### config.mk
export PLATFORM = sky130hd
export DESIGN_NAME = ddr_word_deser
export DESIGN_NICKNAME = d
export VERILOG_FILES = /design/src/rtl/ddr_deser_pkg.sv /design/src/rtl/ddr_frame_align.sv /design/src/rtl/ddr_lane_deser.sv /design/src/rtl/ddr_word_deser.sv
export SDC_FILE = /design/constraint.sdc
export NUM_CORES = 1
export LEC_CHECK = 0
export CAP_MARGIN = 10
export CORE_MARGIN = 1.5
export CORE_UTILIZATION = 53
export DETAILED_ROUTE_END_ITERATION = 8
export PLACE_DENSITY = 0.92
export SYNTH_ARGS = -nofsm -noshare
export SYNTH_HDL_FRONTEND = slang
export SYNTH_SLANG_ARGS = --single-unit
### constraint.sdc
create_clock -name clk -period 3.12 [get_ports clk]
set_input_delay 0.312 -clock clk [delete_from_list [all_inputs] [get_ports clk]]
set_output_delay 0.312 -clock clk [all_outputs]
set_load 0.005 [all_outputs]
### src/rtl/ddr_deser_pkg.sv
package ddr_deser_pkg;
   // Placement of the first-arriving half within the output word
   typedef enum logic {
      EARLY_LOW  = 1'b0,
      EARLY_HIGH = 1'b1
   } half_order_e;

   // Samples delivered per lane per capture cycle (one per bit-clock edge)
   localparam int unsigned SMP_PER_CYC = 2;
endpackage

### src/rtl/ddr_frame_align.sv
module ddr_frame_align
   import ddr_deser_pkg::*;
#(
   parameter int unsigned WORD_W = 12
) (
   input  logic clk,
   input  logic rst,
   input  logic frame_i,
   output logic take_o,
   output logic err_o
);
   localparam int unsigned CW = $clog2(WORD_W + SMP_PER_CYC + 1);
   localparam logic [CW-1:0] FULL = CW'(WORD_W);
   localparam logic [CW-1:0] SAT  = CW'(WORD_W + SMP_PER_CYC);
   localparam logic [CW-1:0] STEP = CW'(SMP_PER_CYC);

   logic          frame_q;
   logic          aligned;
   logic [CW-1:0] cnt;
   logic          fedge;

   assign fedge  = frame_i & ~frame_q;
   assign take_o = fedge & aligned & (cnt == FULL);

   always_ff @(posedge clk) begin
      if (rst) begin
         frame_q <= 1'b0;
         aligned <= 1'b0;
         cnt     <= '0;
         err_o   <= 1'b0;
      end else begin
         frame_q <= frame_i;
         if (fedge) begin
            aligned <= 1'b1;
            cnt     <= STEP;
            if (aligned) err_o <= (cnt != FULL);
         end else if (aligned && cnt < SAT) begin
            cnt <= cnt + STEP;
         end
      end
   end


   cnt_bound_chk: assert property (@(posedge clk) disable iff (rst) cnt <= SAT);

   cnt_even_chk: assert property (@(posedge clk) disable iff (rst) cnt[0] == 1'b0);

   err_hold_chk: assert property (@(posedge clk) disable iff (rst)
      !(frame_i && !frame_q) |=> $stable(err_o));

   no_err_unaligned_chk: assert property (@(posedge clk) disable iff (rst)
      !aligned |-> !err_o);
endmodule

### src/rtl/ddr_lane_deser.sv
module ddr_lane_deser
   import ddr_deser_pkg::*;
#(
   parameter int unsigned WORD_W     = 12,
   parameter half_order_e HALF_ORDER = EARLY_LOW
) (
   input  logic              clk,
   input  logic              rst,
   input  logic              rise_i,
   input  logic              fall_i,
   input  logic              take_i,
   output logic [WORD_W-1:0] word_o
);
   localparam int unsigned HALF_W = WORD_W / 2;

   logic [WORD_W-1:0] sh;
   logic [WORD_W-1:0] arranged;

   // sh[WORD_W-1] holds the oldest of the last WORD_W samples
   always_ff @(posedge clk) begin
      if (rst) sh <= '0;
      else     sh <= {sh[WORD_W-3:0], rise_i, fall_i};
   end

   generate
      if (HALF_ORDER == EARLY_LOW) begin : g_early_low
         assign arranged = {sh[HALF_W-1:0], sh[WORD_W-1:HALF_W]};
      end else begin : g_early_high
         assign arranged = sh;
      end
   endgenerate

   always_ff @(posedge clk) begin
      if (rst)         word_o <= '0;
      else if (take_i) word_o <= arranged;
   end


   word_hold_chk: assert property (@(posedge clk) disable iff (rst)
      !take_i |=> $stable(word_o));
endmodule

### src/rtl/ddr_word_deser.sv
module ddr_word_deser
   import ddr_deser_pkg::*;
#(
   parameter int unsigned LANES      = 4,
   parameter int unsigned WORD_W     = 12,
   parameter half_order_e HALF_ORDER = EARLY_LOW
) (
   input  logic                    clk,
   input  logic                    rst,
   input  logic                    frame_i,
   input  logic [LANES-1:0]        rise_i,
   input  logic [LANES-1:0]        fall_i,
   output logic [LANES*WORD_W-1:0] word_o,
   output logic                    valid_o,
   output logic                    align_err_o
);
   generate
      if (LANES < 1) begin : g_bad_lanes
         $error("LANES must be at least 1");
      end
      if (WORD_W < 4 || (WORD_W % (2 * SMP_PER_CYC)) != 0) begin : g_bad_width
         $error("WORD_W must split into two halves of whole capture cycles");
      end
   endgenerate

   logic take;

   ddr_frame_align #(.WORD_W(WORD_W)) u_align (
      .clk     (clk),
      .rst     (rst),
      .frame_i (frame_i),
      .take_o  (take),
      .err_o   (align_err_o)
   );

   genvar gl;
   generate
      for (gl = 0; gl < LANES; gl++) begin : g_lane
         ddr_lane_deser #(.WORD_W(WORD_W), .HALF_ORDER(HALF_ORDER)) u_lane (
            .clk    (clk),
            .rst    (rst),
            .rise_i (rise_i[gl]),
            .fall_i (fall_i[gl]),
            .take_i (take),
            .word_o (word_o[gl*WORD_W +: WORD_W])
         );
      end
   endgenerate

   always_ff @(posedge clk) begin
      if (rst) valid_o <= 1'b0;
      else     valid_o <= take;
   end


   valid_pulse_chk: assert property (@(posedge clk) disable iff (rst)
      valid_o |=> !valid_o);

   valid_err_chk: assert property (@(posedge clk) disable iff (rst)
      valid_o |-> !align_err_o);

   reset_clear_chk: assert property (@(posedge clk)
      rst |=> (!valid_o && !align_err_o && word_o == '0));
endmodule

==> results.tsv, run 1 <==
stage	metric	value	unit
outcome	status	complete, no violations	
cells_and_area	final cell count without fillers	374	
placed_design	Placed Cells	359	
global_route	largest net degree at the start of global routing	55	
logic_synthesis	Post-Synthesis Cells	240	
sta	RSZ-0062 raised after global routing	false	
sta	f_max	478	MHz
routing	Via Count	1935	
cells_and_area	Layout area overhead	26.8	%
cells_and_area	Diodes inserted	0	
logic_synthesis	simple-gate share of the synthesized area	12.5	%
logic_synthesis	multiplexer share of the synthesized area	0.369	%
clocking	root buf cell	clkbuf_8	
min_path	hold path depth	3	
worst_setup_path	Bufs and invs on worst path	2	
logic_synthesis	Synth area leaders	dfxtp_1, a22o_1, nor2b_1	
min_path	Worst Hold Path EP	u_align.err_o$_SDFFE_PP0P_	
cells_and_area	Fillers	398	
routing	Antenna Nets Post-Route	0	
logic_synthesis	adder-cell area share of the yosys netlist	0.819	%
sta	fin crit share	67.0	%
clocking	Worst-path clk slew	90	ps
clocking	CTS tree	done	
routing	DRT Pass-1 Iters	4	
placed_design	I/O Buffers	60	
sta	Slew headroom	57.1	%
sta	minimum clock period	2090	ps
placed_design	Place WS	927	ps
sta	final setup margin	1030	ps
routing	initial detailed-routing violation count	117	
global_route	antenna violations before repair	0	
die	starting density of the core	55.1	%
die	Row Count	27	
clocking	H-tree depth	3	
pwr	Pleak	1.48	nW
worst_setup_path	worst-path fanout max	30	
placed_design	Final GP Congestion	0.759	
cells_and_area	Layout Nets	311	
logic_synthesis	library cells used by synthesis	21	
global_route	first-pass GRT wire length	8.80	mm
worst_setup_path	r2r startpoint	u_align.cnt[1]$_SDFFE_PP0P_	
global_route	vias in the first global route	1833	
pwr	sw frac	21.3	%
worst_setup_path	Worst path max stage delay	590	ps
clocking	post_cts resized	0	
sta	count of final setup violators	0	
pwr	Seq pwr share	61.2	%
worst_setup_path	Worst Setup Start Kind	flop	
worst_setup_path	R2R Path End	g_lane[1].u_lane.word_o[7]$_SDFFE_PP0P_	
logic_synthesis	most common cell in the netlist	dfxtp_1	
placed_design	dpl hpwl	3.39	mm
worst_setup_path	Setup CP Type	reg -> reg	
clocking	Sink Count	103	
logic_synthesis	post-synthesis compound-gate area fraction	15.5	%
die	Die Y	78.9	microns
die	top-level I/O count	61	
logic_synthesis	post-synthesis xor/xnor area fraction	0	%
logic_synthesis	Top FF cell, synth	dfxtp_1	
worst_setup_path	CP startpoint	u_align.cnt[1]$_SDFFE_PP0P_	
pwr	PwrDens	568	mW/mm^2
worst_setup_path	R2R cell count	5	
global_route	GRT Residual Overflow	0	
logic_synthesis	Synth top area share	67.5	%
logic_synthesis	combinational family with the most area after synthesis	compound AO/OA/AOI/OAI gates	
clocking	postcts setup bufs	0	
die	die area	0.00623	sq mm
min_path	hold path start	rst	
min_path	Hold Crit Class	in -> reg	
global_route	GR Util All Layers	18.8	%
logic_synthesis	syn_nets	253	
logic_synthesis	synthesized cell area	0.00305	sq mm
clocking	CTS Buffer Depth	2	
sta	Worst-Margin Slew	642	ps
pwr	clock network fraction of total power	35.9	%
routing	routed len/inst	14.6	microns
routing	number of remaining DRC errors	0	
sta	Worst Skew	9.82	ps
sta	final hold slack	398	ps
clocking	TritonCTS Buffers	9	
sta	final hold violation count	0	
logic_synthesis	Synth Register Bits	103	
logic_synthesis	sequential area share after synthesis	67.5	%
worst_setup_path	CP Data Arrival Time	2380	ps
die	core box area	0.00554	sq mm
logic_synthesis	FFs w/ async S/R, synth	0	%
pwr	NetSw	468	uW
worst_setup_path	CP max-delay cell	a41oi_4	
clocking	clk_lat worst skew	350	ps
logic_synthesis	EDFF count, synth	0	
worst_setup_path	CP delay by family, top	compound AO/OA/AOI/OAI gates	
worst_setup_path	R2R Setup Slk	1030	ps
logic_synthesis	synth cell count leaders	dfxtp_1, nor2b_1, a22o_1, clkbuf_1, buf_4	
clocking	CTS Hold Bufs	0	
die	die span in x	78.9	microns
flow_run	number of max-cap violations	0	
worst_setup_path	crit-path cells	inv_1 > ha_1 > a41oi_4 > buf_4 > a22o_1	
worst_setup_path	Worst Path Required	3410	ps
logic_synthesis	Yosys top cell by area	dfxtp_1	
logic_synthesis	Avg Cell Area, Syn	12.7	sq um
pwr	VDD IR-drop max	0.379	mV
worst_setup_path	CP endpoint kind	flop	
logic_synthesis	synth warn	0	
sta	max-slew violations	0	
routing	total wire length	5.45	mm
cells_and_area	layout cell share with drive strength beyond 1	7.95	%
routing	Via-to-Cell Ratio	5.17	
pwr	Logic pwr share	2.9	%
sta	setup_tns	0	ps
pwr	Internal	1.73	mW
## placed cells by master, fill, tap and decap left out, drive strengths merged, types with 2 or more instances in the layout
cell type / instances
inv: 3
nor2b: 52
clkdlybuf4s50: 59
a21oi: 4
ha: 2
clkinvlp: 2
buf: 5
clkbuf: 10
nor2: 2
dfxtp: 103
a22o: 48
nand2: 2
## sequential cells by signal (all words and copies together), names as in the netlist
register,flops
valid_o,1
g_lane.u_lane.word_o,48
u_align.cnt,3
u_align.frame_q,1
u_align.err_o,1
u_align.aligned,1
g_lane.u_lane.sh,48
## tightest hold or removal path: stages
cell	delay, ps
buf_2	130
a41oi_4	110
nor2b_1	150
## cell families (layout without fill, tap and decap cells)
| group | count (synthesis) | in the layout |
|---|---|---|
| multiplexers | 1 | 1 |
| buffers and inverters | 19 | 81 |
| AND/OR/NAND/NOR | 60 | 60 |
| AO/OA/AOI/OAI | 55 | 55 |
| adder cells (fa/ha/maj) | 2 | 2 |
| flip-flops | 103 | 103 |
## how the worst max path moves through the flow
stage	to	slack, ps	depth (start not counted)
floorplan	g_lane[2].u_lane.word_o[10]$_SDFFE_PP0P_	1670	6
global placement	g_lane[2].u_lane.word_o[0]$_SDFFE_PP0P_	1000	5
detailed placement	g_lane[1].u_lane.word_o[7]$_SDFFE_PP0P_	930	5
CTS	g_lane[1].u_lane.word_o[7]$_SDFFE_PP0P_	1020	5
global route	g_lane[1].u_lane.word_o[7]$_SDFFE_PP0P_	890	5
finish	g_lane[1].u_lane.word_o[7]$_SDFFE_PP0P_	1030	5
## power groups by stage
stage          registers (mW)  clock network, mW  logic, mW
2_1_floorplan            1.37                  0     0.0464
3_3_place_gp             1.38                  0     0.0624
3_5_place_dp             1.38                  0     0.0648
4_1_cts                  1.35              0.804     0.0654
5_1_grt                  1.35              0.855     0.0716
6_report                 1.35              0.790     0.0645
## area by class of cell
class / count / area (sq um) / share of cell area, %
Tap cell: 72 / 90.1 / 2.33
Inverter: 2 / 7.51 / 0.194
Clock inverter: 5 / 58.8 / 1.52
Multi-Input combinational cell: 118 / 902 / 23.3
Timing Repair Buffer: 64 / 626 / 16.1
Clock buffer: 10 / 128 / 3.29
Sequential cell: 103 / 2060 / 53.2
## stage by stage
step / power, mW / util [%] / instance area (sq um)
final: 2.20 / 69.9 / 3870
after global routing: 2.28 / 69.9 / 3870
after floorplan: 1.42 / - / 3050
after CTS: 2.22 / 69.9 / 3870
after global placement: 1.44 / 66.6 / 3690
after detailed placement: 1.44 / 66.6 / 3690
## per-layer routing
| metal | global-route usage, % | wire [microns] | up-vias | share of wire (%) |
|---|---|---|---|---|
| li1 | - | - | 949 | - |
| met1 | 24.0 | 2410 | 928 | 44 |
| met2 | 29.7 | 2670 | 46 | 49 |
| met3 | 4.02 | 199 | 12 | 3.7 |
| met4 | 10.7 | 157 | 0 | 2.9 |
| met5 | 0 | 0 | - | 0 |
(Power assumes the default switching activity.)
==> run 2, diff against run 1 <==
--- a/config.mk
+++ b/config.mk
@@ -7,9 +7,9 @@
 export LEC_CHECK = 0
 export CAP_MARGIN = 10
 export CORE_MARGIN = 1.5
-export CORE_UTILIZATION = 53
+export CORE_UTILIZATION = 50
 export DETAILED_ROUTE_END_ITERATION = 8
-export PLACE_DENSITY = 0.92
+export PLACE_DENSITY = 0.88
 export SYNTH_ARGS = -nofsm -noshare
 export SYNTH_HDL_FRONTEND = slang
 export SYNTH_SLANG_ARGS = --single-unit
==> constraint.sdc (replaced) <==
create_clock -name clk -period 2.05 [get_ports clk]
set_input_delay 0.205 -clock clk [delete_from_list [all_inputs] [get_ports clk]]
set_output_delay 0.205 -clock clk [all_outputs]
set_load 0.005 [all_outputs]
==> results.tsv, run 2 (synthesis gave the netlist of run 1 again) <==
stage	metric	value	unit	change
outcome	status	complete, no violations		
global_route	largest net degree at the start of global routing	42		-24%
routing	Antenna Nets Post-Route	0		unchanged
pwr	Pwr Total	3.30	mW	+50%
routing	Via-to-Cell Ratio	5.05		-2.4%
clocking	H-tree depth	3		unchanged
global_route	first-pass GRT wire length	8.33	mm	-5.3%
die	starting density of the core	51.6	%	-3.5 points
clocking	post_cts resized	0		unchanged
clocking	clk_lat worst skew	350	ps	about the same
clocking	TritonCTS Buffers	9		unchanged
routing	Via Count	1908		-1.4%
pwr	Pleak	1.49	nW	+0.75%
sta	setup_tns	0	ps	unchanged
cells_and_area	layout cell share with drive strength beyond 1	8.25	%	+0.30 points
sta	minimum clock period	1630	ps	-457 ps
routing	routed len/inst	13.6	microns	-6.8%
global_route	vias in the first global route	1796		-2.0%
sta	max-slew violations	0		unchanged
clocking	Sink Count	103		unchanged
die	Die Y	81.2	microns	+2.8%
pwr	PwrDens	846	mW/mm^2	+49%
flow_run	number of max-cap violations	0		unchanged
worst_setup_path	R2R Setup Slk	420	ps	-610 ps
clocking	Worst-path clk slew	90	ps	about the same
worst_setup_path	R2R Path End	g_lane[1].u_lane.word_o[8]$_SDFFE_PP0P_		
pwr	sw frac	21.5	%	+0.18 points
routing	initial detailed-routing violation count	103		-12%
worst_setup_path	Worst path max stage delay	440	ps	-150 ps
global_route	antenna violations before repair	0		unchanged
sta	Worst Skew	7.10	ps	-2.72 ps
worst_setup_path	R2R cell count	5		unchanged
cells_and_area	most frequent cells in the layout	dfxtp_1, clkdlybuf4s50_1, nor2b_1		
global_route	GR Util All Layers	16.7	%	-2.2 points
clocking	CTS tree	done		
sta	Worst-Margin Slew	446	ps	-196 ps
worst_setup_path	Worst Setup Start Kind	flop		
worst_setup_path	CP delay by family, top	compound AO/OA/AOI/OAI gates		
cells_and_area	Diodes inserted	0		unchanged
clocking	CTS Hold Bufs	0		unchanged
pwr	VDD IR-drop max	0.634	mV	+67%
sta	RSZ-0062 raised after global routing	false		
worst_setup_path	CP max-delay cell	a41oi_4		
min_path	hold path start	rst		
worst_setup_path	critical path depth	5		unchanged
pwr	Logic pwr share	3.0	%	about the same
sta	f_max	612	MHz	+28%
cells_and_area	post-layout util	65.9	%	-4.0 points
cells_and_area	Fillers	459		+15%
sta	final setup margin	416	ps	-613 ps
placed_design	Final GP Congestion	0.751		-1.0%
sta	fin crit share	79.7	%	+13 points
worst_setup_path	worst-path fanout max	38		+27%
clocking	CTS Buffer Depth	2		unchanged
routing	number of remaining DRC errors	0		unchanged
pwr	Internal	2.59	mW	+49%
pwr	clock network fraction of total power	34.9	%	-1.0 points
sta	Slew headroom	70.2	%	+13 points
placed_design	dpl hpwl	3.36	mm	-0.69%
cells_and_area	Top Registers	g_lane.u_lane.sh x48, g_lane.u_lane.word_o x48, u_align.cnt x3		
cells_and_area	Layout area overhead	27.7	%	
worst_setup_path	crit-path cells	inv_1 > ha_1 > a41oi_4 > buf_12 > a22o_1		
clocking	root buf cell	clkbuf_8		
worst_setup_path	Bufs and invs on worst path	2		unchanged
sta	count of final setup violators	0		unchanged
worst_setup_path	CP endpoint kind	flop		
min_path	hold path depth	2		-1
worst_setup_path	Setup CP Type	reg -> reg		
cells_and_area	Layout Nets	311		unchanged
sta	final hold violation count	0		unchanged
global_route	GRT Residual Overflow	0		unchanged
routing	DRT Pass-1 Iters	4		unchanged
worst_setup_path	Worst Path Required	2340	ps	-1070 ps
die	die span in x	81.2	microns	+2.8%
worst_setup_path	CP Data Arrival Time	1920	ps	-460 ps
routing	total wire length	5.13	mm	-5.8%
placed_design	I/O Buffers	60		unchanged
min_path	Hold Crit Class	in -> reg		
pwr	NetSw	708	uW	+51%
die	Row Count	28		+3.7%
die	top-level I/O count	61		unchanged
pwr	Seq pwr share	62.1	%	+0.9 points
cells_and_area	commonest non-fill, non-tap cell in the layout	dfxtp_1		
worst_setup_path	r2r startpoint	u_align.cnt[1]$_SDFFE_PP0P_		
placed_design	Place WS	274	ps	-653 ps
min_path	Worst Hold Path EP	u_align.aligned$_SDFFE_PP0P_		
die	core box area	0.00592	sq mm	+6.9%
clocking	postcts setup bufs	0		unchanged
die	die area	0.00659	sq mm	+5.8%
==> run 2: changes by cell type in the layout (fill, tap and decap cells not counted), sizes merged <==
cell / change
clkinvlp: -1
bufinv: -1
clkinv: +2
clkbuf: +2
inv: -1
==> run 2: routing by layer <==
metal	wire [microns]	up-vias	global-route usage [%]
met1	2360	919	21.2
met2	2510	40	27.3
met3	194	7	4.04
met4	64	0	6.72
met5	0	-	0
li1	-	942	-
==> run 2: power by group through the flow <==
stage	clock network [mW]	registers (mW)	logic (mW)
after global routing	1.27	2.05	0.109
after CTS	1.18	2.05	0.101
after detailed placement	0	2.10	0.101
final	1.15	2.05	0.0988
after global placement	0	2.09	0.0979
after floorplan	0	2.09	0.0706
==> run 2: cell type report <==
| type | instances | area, sq um | area share, % |
|---|---|---|---|
| multi-input combinational | 118 | 902 | 23.1 |
| inverter | 2 | 7.51 | 0.192 |
| clock inverter | 4 | 30.0 | 0.770 |
| sequential | 103 | 2060 | 52.9 |
| timing repair buffer | 64 | 651 | 16.7 |
| tap | 75 | 93.8 | 2.41 |
| clock buffer | 12 | 155 | 3.98 |
==> run 2: worst max-delay path by stage <==
stage | from | end | slack (ps)
global route | u_align.cnt[1]$_SDFFE_PP0P_ | g_lane[0].u_lane.word_o[5]$_SDFFE_PP0P_ | 280
global placement | frame_i | g_lane[1].u_lane.word_o[5]$_SDFFE_PP0P_ | 300
finish | u_align.cnt[1]$_SDFFE_PP0P_ | g_lane[1].u_lane.word_o[8]$_SDFFE_PP0P_ | 420
detailed placement | frame_i | g_lane[1].u_lane.word_o[9]$_SDFFE_PP0P_ | 270
floorplan | u_align.cnt[1]$_SDFFE_PP0P_ | g_lane[2].u_lane.word_o[10]$_SDFFE_PP0P_ | 600
CTS | u_align.cnt[1]$_SDFFE_PP0P_ | g_lane[2].u_lane.word_o[3]$_SDFFE_PP0P_ | 400
==> run 2: stage by stage <==
| step | instance area (sq um) | hold slack, ps | std cells |
|---|---|---|---|
| floorplan | 3050 | 333 | 240 |
| global placement | 3720 | 428 | 362 |
| detailed placement | 3720 | 434 | 362 |
| CTS | 3900 | 208 | 378 |
| global route | 3900 | 213 | 378 |
| finish | 3900 | 215 | 378 |
==> run 3, diff against run 2 <==
--- a/config.mk
+++ b/config.mk
@@ -7,9 +7,9 @@
 export LEC_CHECK = 0
 export CAP_MARGIN = 10
 export CORE_MARGIN = 1.5
-export CORE_UTILIZATION = 50
+export CORE_UTILIZATION = 45
 export DETAILED_ROUTE_END_ITERATION = 8
-export PLACE_DENSITY = 0.88
+export PLACE_DENSITY = 0.84
 export SYNTH_ARGS = -nofsm -noshare
 export SYNTH_HDL_FRONTEND = slang
 export SYNTH_SLANG_ARGS = --single-unit
==> constraint.sdc (replaced) <==
create_clock -name clk -period 1.3 [get_ports clk]
set_input_delay 0.13 -clock clk [delete_from_list [all_inputs] [get_ports clk]]
set_output_delay 0.13 -clock clk [all_outputs]
set_load 0.005 [all_outputs]
==> results.tsv, run 3 (synthesis gave the netlist of run 1 again) <==
stage	metric	value	unit	change
global_route	first-pass GRT wire length	9.93	mm	+19%
outcome	failing checks	design-rule violations		
pwr	clock network fraction of total power	34.7	%	-0.2 points
cells_and_area	Reg area	0.00212	sq mm	+2.9%
worst_setup_path	CP endpoint kind	flop		
min_path	hold path start	rst		
global_route	vias in the first global route	2034		+13%
placed_design	dpl hpwl	3.72	mm	+10%
cells_and_area	layout cell share with drive strength beyond 1	29.7	%	+21 points
pwr	Seq pwr share	61.5	%	-0.6 points
flow_run	number of max-cap violations	0		unchanged
routing	initial detailed-routing violation count	86		-17%
die	core box area	0.00646	sq mm	+9.1%
sta	max-slew violations	0		unchanged
cells_and_area	Diodes inserted	0		unchanged
pwr	Logic pwr share	3.7	%	+0.7 points
die	starting density of the core	47.3	%	-4.3 points
sta	count of final setup violators	0		unchanged
cells_and_area	most frequent cells in the layout	dfxtp_1, nor2b_1, dlygate4sd2_1		
pwr	PwrDens	1280	mW/mm^2	+51%
clocking	Sink Count	103		unchanged
worst_setup_path	Setup CP Type	reg -> reg		
pwr	sw frac	23.4	%	+1.9 points
pwr	Pwr Total	5.24	mW	+59%
sta	Slew headroom	82.0	%	+12 points
sta	RSZ-0062 raised after global routing	true		
cells_and_area	Top Registers	g_lane.u_lane.sh x48, g_lane.u_lane.word_o x48, u_align.cnt x3		
cells_and_area	commonest non-fill, non-tap cell in the layout	dfxtp_1		
pwr	Pleak	1.87	nW	+26%
clocking	clk_lat worst skew	360	ps	about the same
cells_and_area	post-layout util	63.5	%	-2.4 points
clocking	CTS tree	done		
clocking	TritonCTS Buffers	9		unchanged
pwr	NetSw	1.23	mW	+73%
outcome	status	complete, but fails checks		
routing	Via-to-Cell Ratio	5.04		-0.20%
worst_setup_path	CP Data Arrival Time	1550	ps	-370 ps
global_route	Most Crowded Layer GR	met2		
die	die area	0.00729	sq mm	+11%
pwr	VDD IR-drop max	0.756	mV	+19%
routing	DRT Pass-1 Iters	6		+2
die	die span in x	85.4	microns	+5.2%
clocking	H-tree depth	3		unchanged
worst_setup_path	Worst Path Required	1560	ps	-780 ps
cells_and_area	Fillers	510		+11%
global_route	GR Util All Layers	17.9	%	+1.2 points
global_route	met2 Usage GRT	30.0	%	+2.8 points
routing	Antenna Nets Post-Route	0		unchanged
clocking	CTS Hold Bufs	0		unchanged
routing	Via Count	2015		+5.6%
sta	final hold violation count	0		unchanged
worst_setup_path	CP startpoint	u_align.cnt[1]$_SDFFE_PP0P_		
clocking	CTS Buffer Depth	2		unchanged
sta	Worst-Margin Slew	268	ps	-177 ps
min_path	Hold Crit Class	in -> reg		
die	Die Y	85.4	microns	+5.2%
placed_design	I/O Buffers	60		unchanged
sta	f_max	772	MHz	+26%
placed_design	Final GP Congestion	0.755		+0.53%
sta	Worst Skew	9.78	ps	+2.68 ps
global_route	largest net degree at the start of global routing	26		-38%
die	Row Count	29		+3.6%
sta	minimum clock period	1290	ps	-339 ps
sta	fin crit share	99.6	%	+20 points
worst_setup_path	worst-path fanout max	24		-37%
placed_design	dpl cell area	0.00382	sq mm	+2.7%
global_route	M3 GR Usage	5.35	%	+1.3 points
cells_and_area	Final Instance Area	0.00410	sq mm	+5.2%
clocking	root buf cell	clkbuf_8		
worst_setup_path	r2r startpoint	u_align.cnt[1]$_SDFFE_PP0P_		
global_route	grt met1 use	21.4	%	+0.22 points
global_route	antenna violations before repair	0		unchanged
global_route	GRT Residual Overflow	0		unchanged
cells_and_area	Layout area overhead	34.4	%	
die	top-level I/O count	61		unchanged
worst_setup_path	Worst Setup Start Kind	flop		
routing	routed len/inst	15.0	microns	+10%
cells_and_area	Layout Nets	331		+6.4%
routing	total wire length	5.99	mm	+17%
clocking	Worst-path clk slew	100	ps	about the same
pwr	Internal	4.02	mW	+55%
routing	number of remaining DRC errors	5		+5
cells_and_area	multi-input combinational cell area	918	sq um	+1.8%
==> run 3: critical path, stage by stage (launching register included) <==
cell and delay, ps:
dfxtp_2 340, inv_2 50, ha_4 160, and4bb_4 230
buf_12 170, a22o_1 230
==> run 3: cell type report <==
cell class	count	share of cell area, %
flip-flops and latches	103	51.7
clock buffers	9	3.02
inverters	2	0.183
repair buffers	84	19.1
well taps	77	2.35
clock inverters	7	1.28
multi-input cells	118	22.4
==> run 3: path summary, 6_finish.rpt <==
check        slack [ps]  depth (start not counted)                                       end
max                   5                          5  g_lane[3].u_lane.word_o[10]$_SDFFE_PP0P_
min                 240                          3               u_align.cnt[1]$_SDFFE_PP0P_
max reg2reg           5                          5  g_lane[3].u_lane.word_o[10]$_SDFFE_PP0P_
min reg2reg         460                          1   g_lane[1].u_lane.word_o[5]$_SDFFE_PP0P_
==> run 3: power groups by stage <==
stage | clock (mW) | combinational, mW | sequential [mW]
floorplan | 0 | 0.114 | 3.29
global placement | 0 | 0.190 | 3.30
detailed placement | 0 | 0.197 | 3.30
CTS | 1.88 | 0.198 | 3.23
global route | 2.03 | 0.213 | 3.23
finish | 1.82 | 0.196 | 3.23
==> run 3: through the flow <==
stage | setup slack [ps] | TNS (ps) | hold slack [ps] | instances
detailed placement | -233 | -10780 | 442 | 372
finish | 5.48 | 0 | 240 | 400
global placement | -219 | -10360 | 427 | 372
global route | -41.8 | -631 | 232 | 400
CTS | 0.585 | 0 | 216 | 400
floorplan | -15.4 | -154 | 258 | 240
==> run 3: timing repair <==
item | in CTS | in global routing
setup buffers | 11 | 0
gates resized for setup | 98 | 1
endpoints found under the setup margin | 92 | 40
gates cloned | 1 | 0
==> run 3: metal layers <==
layer,vias up,part of all wire (%)
li1,986,-
met1,983,46
met2,40,49
met3,6,3.4
met4,0,1.4
met5,-,0
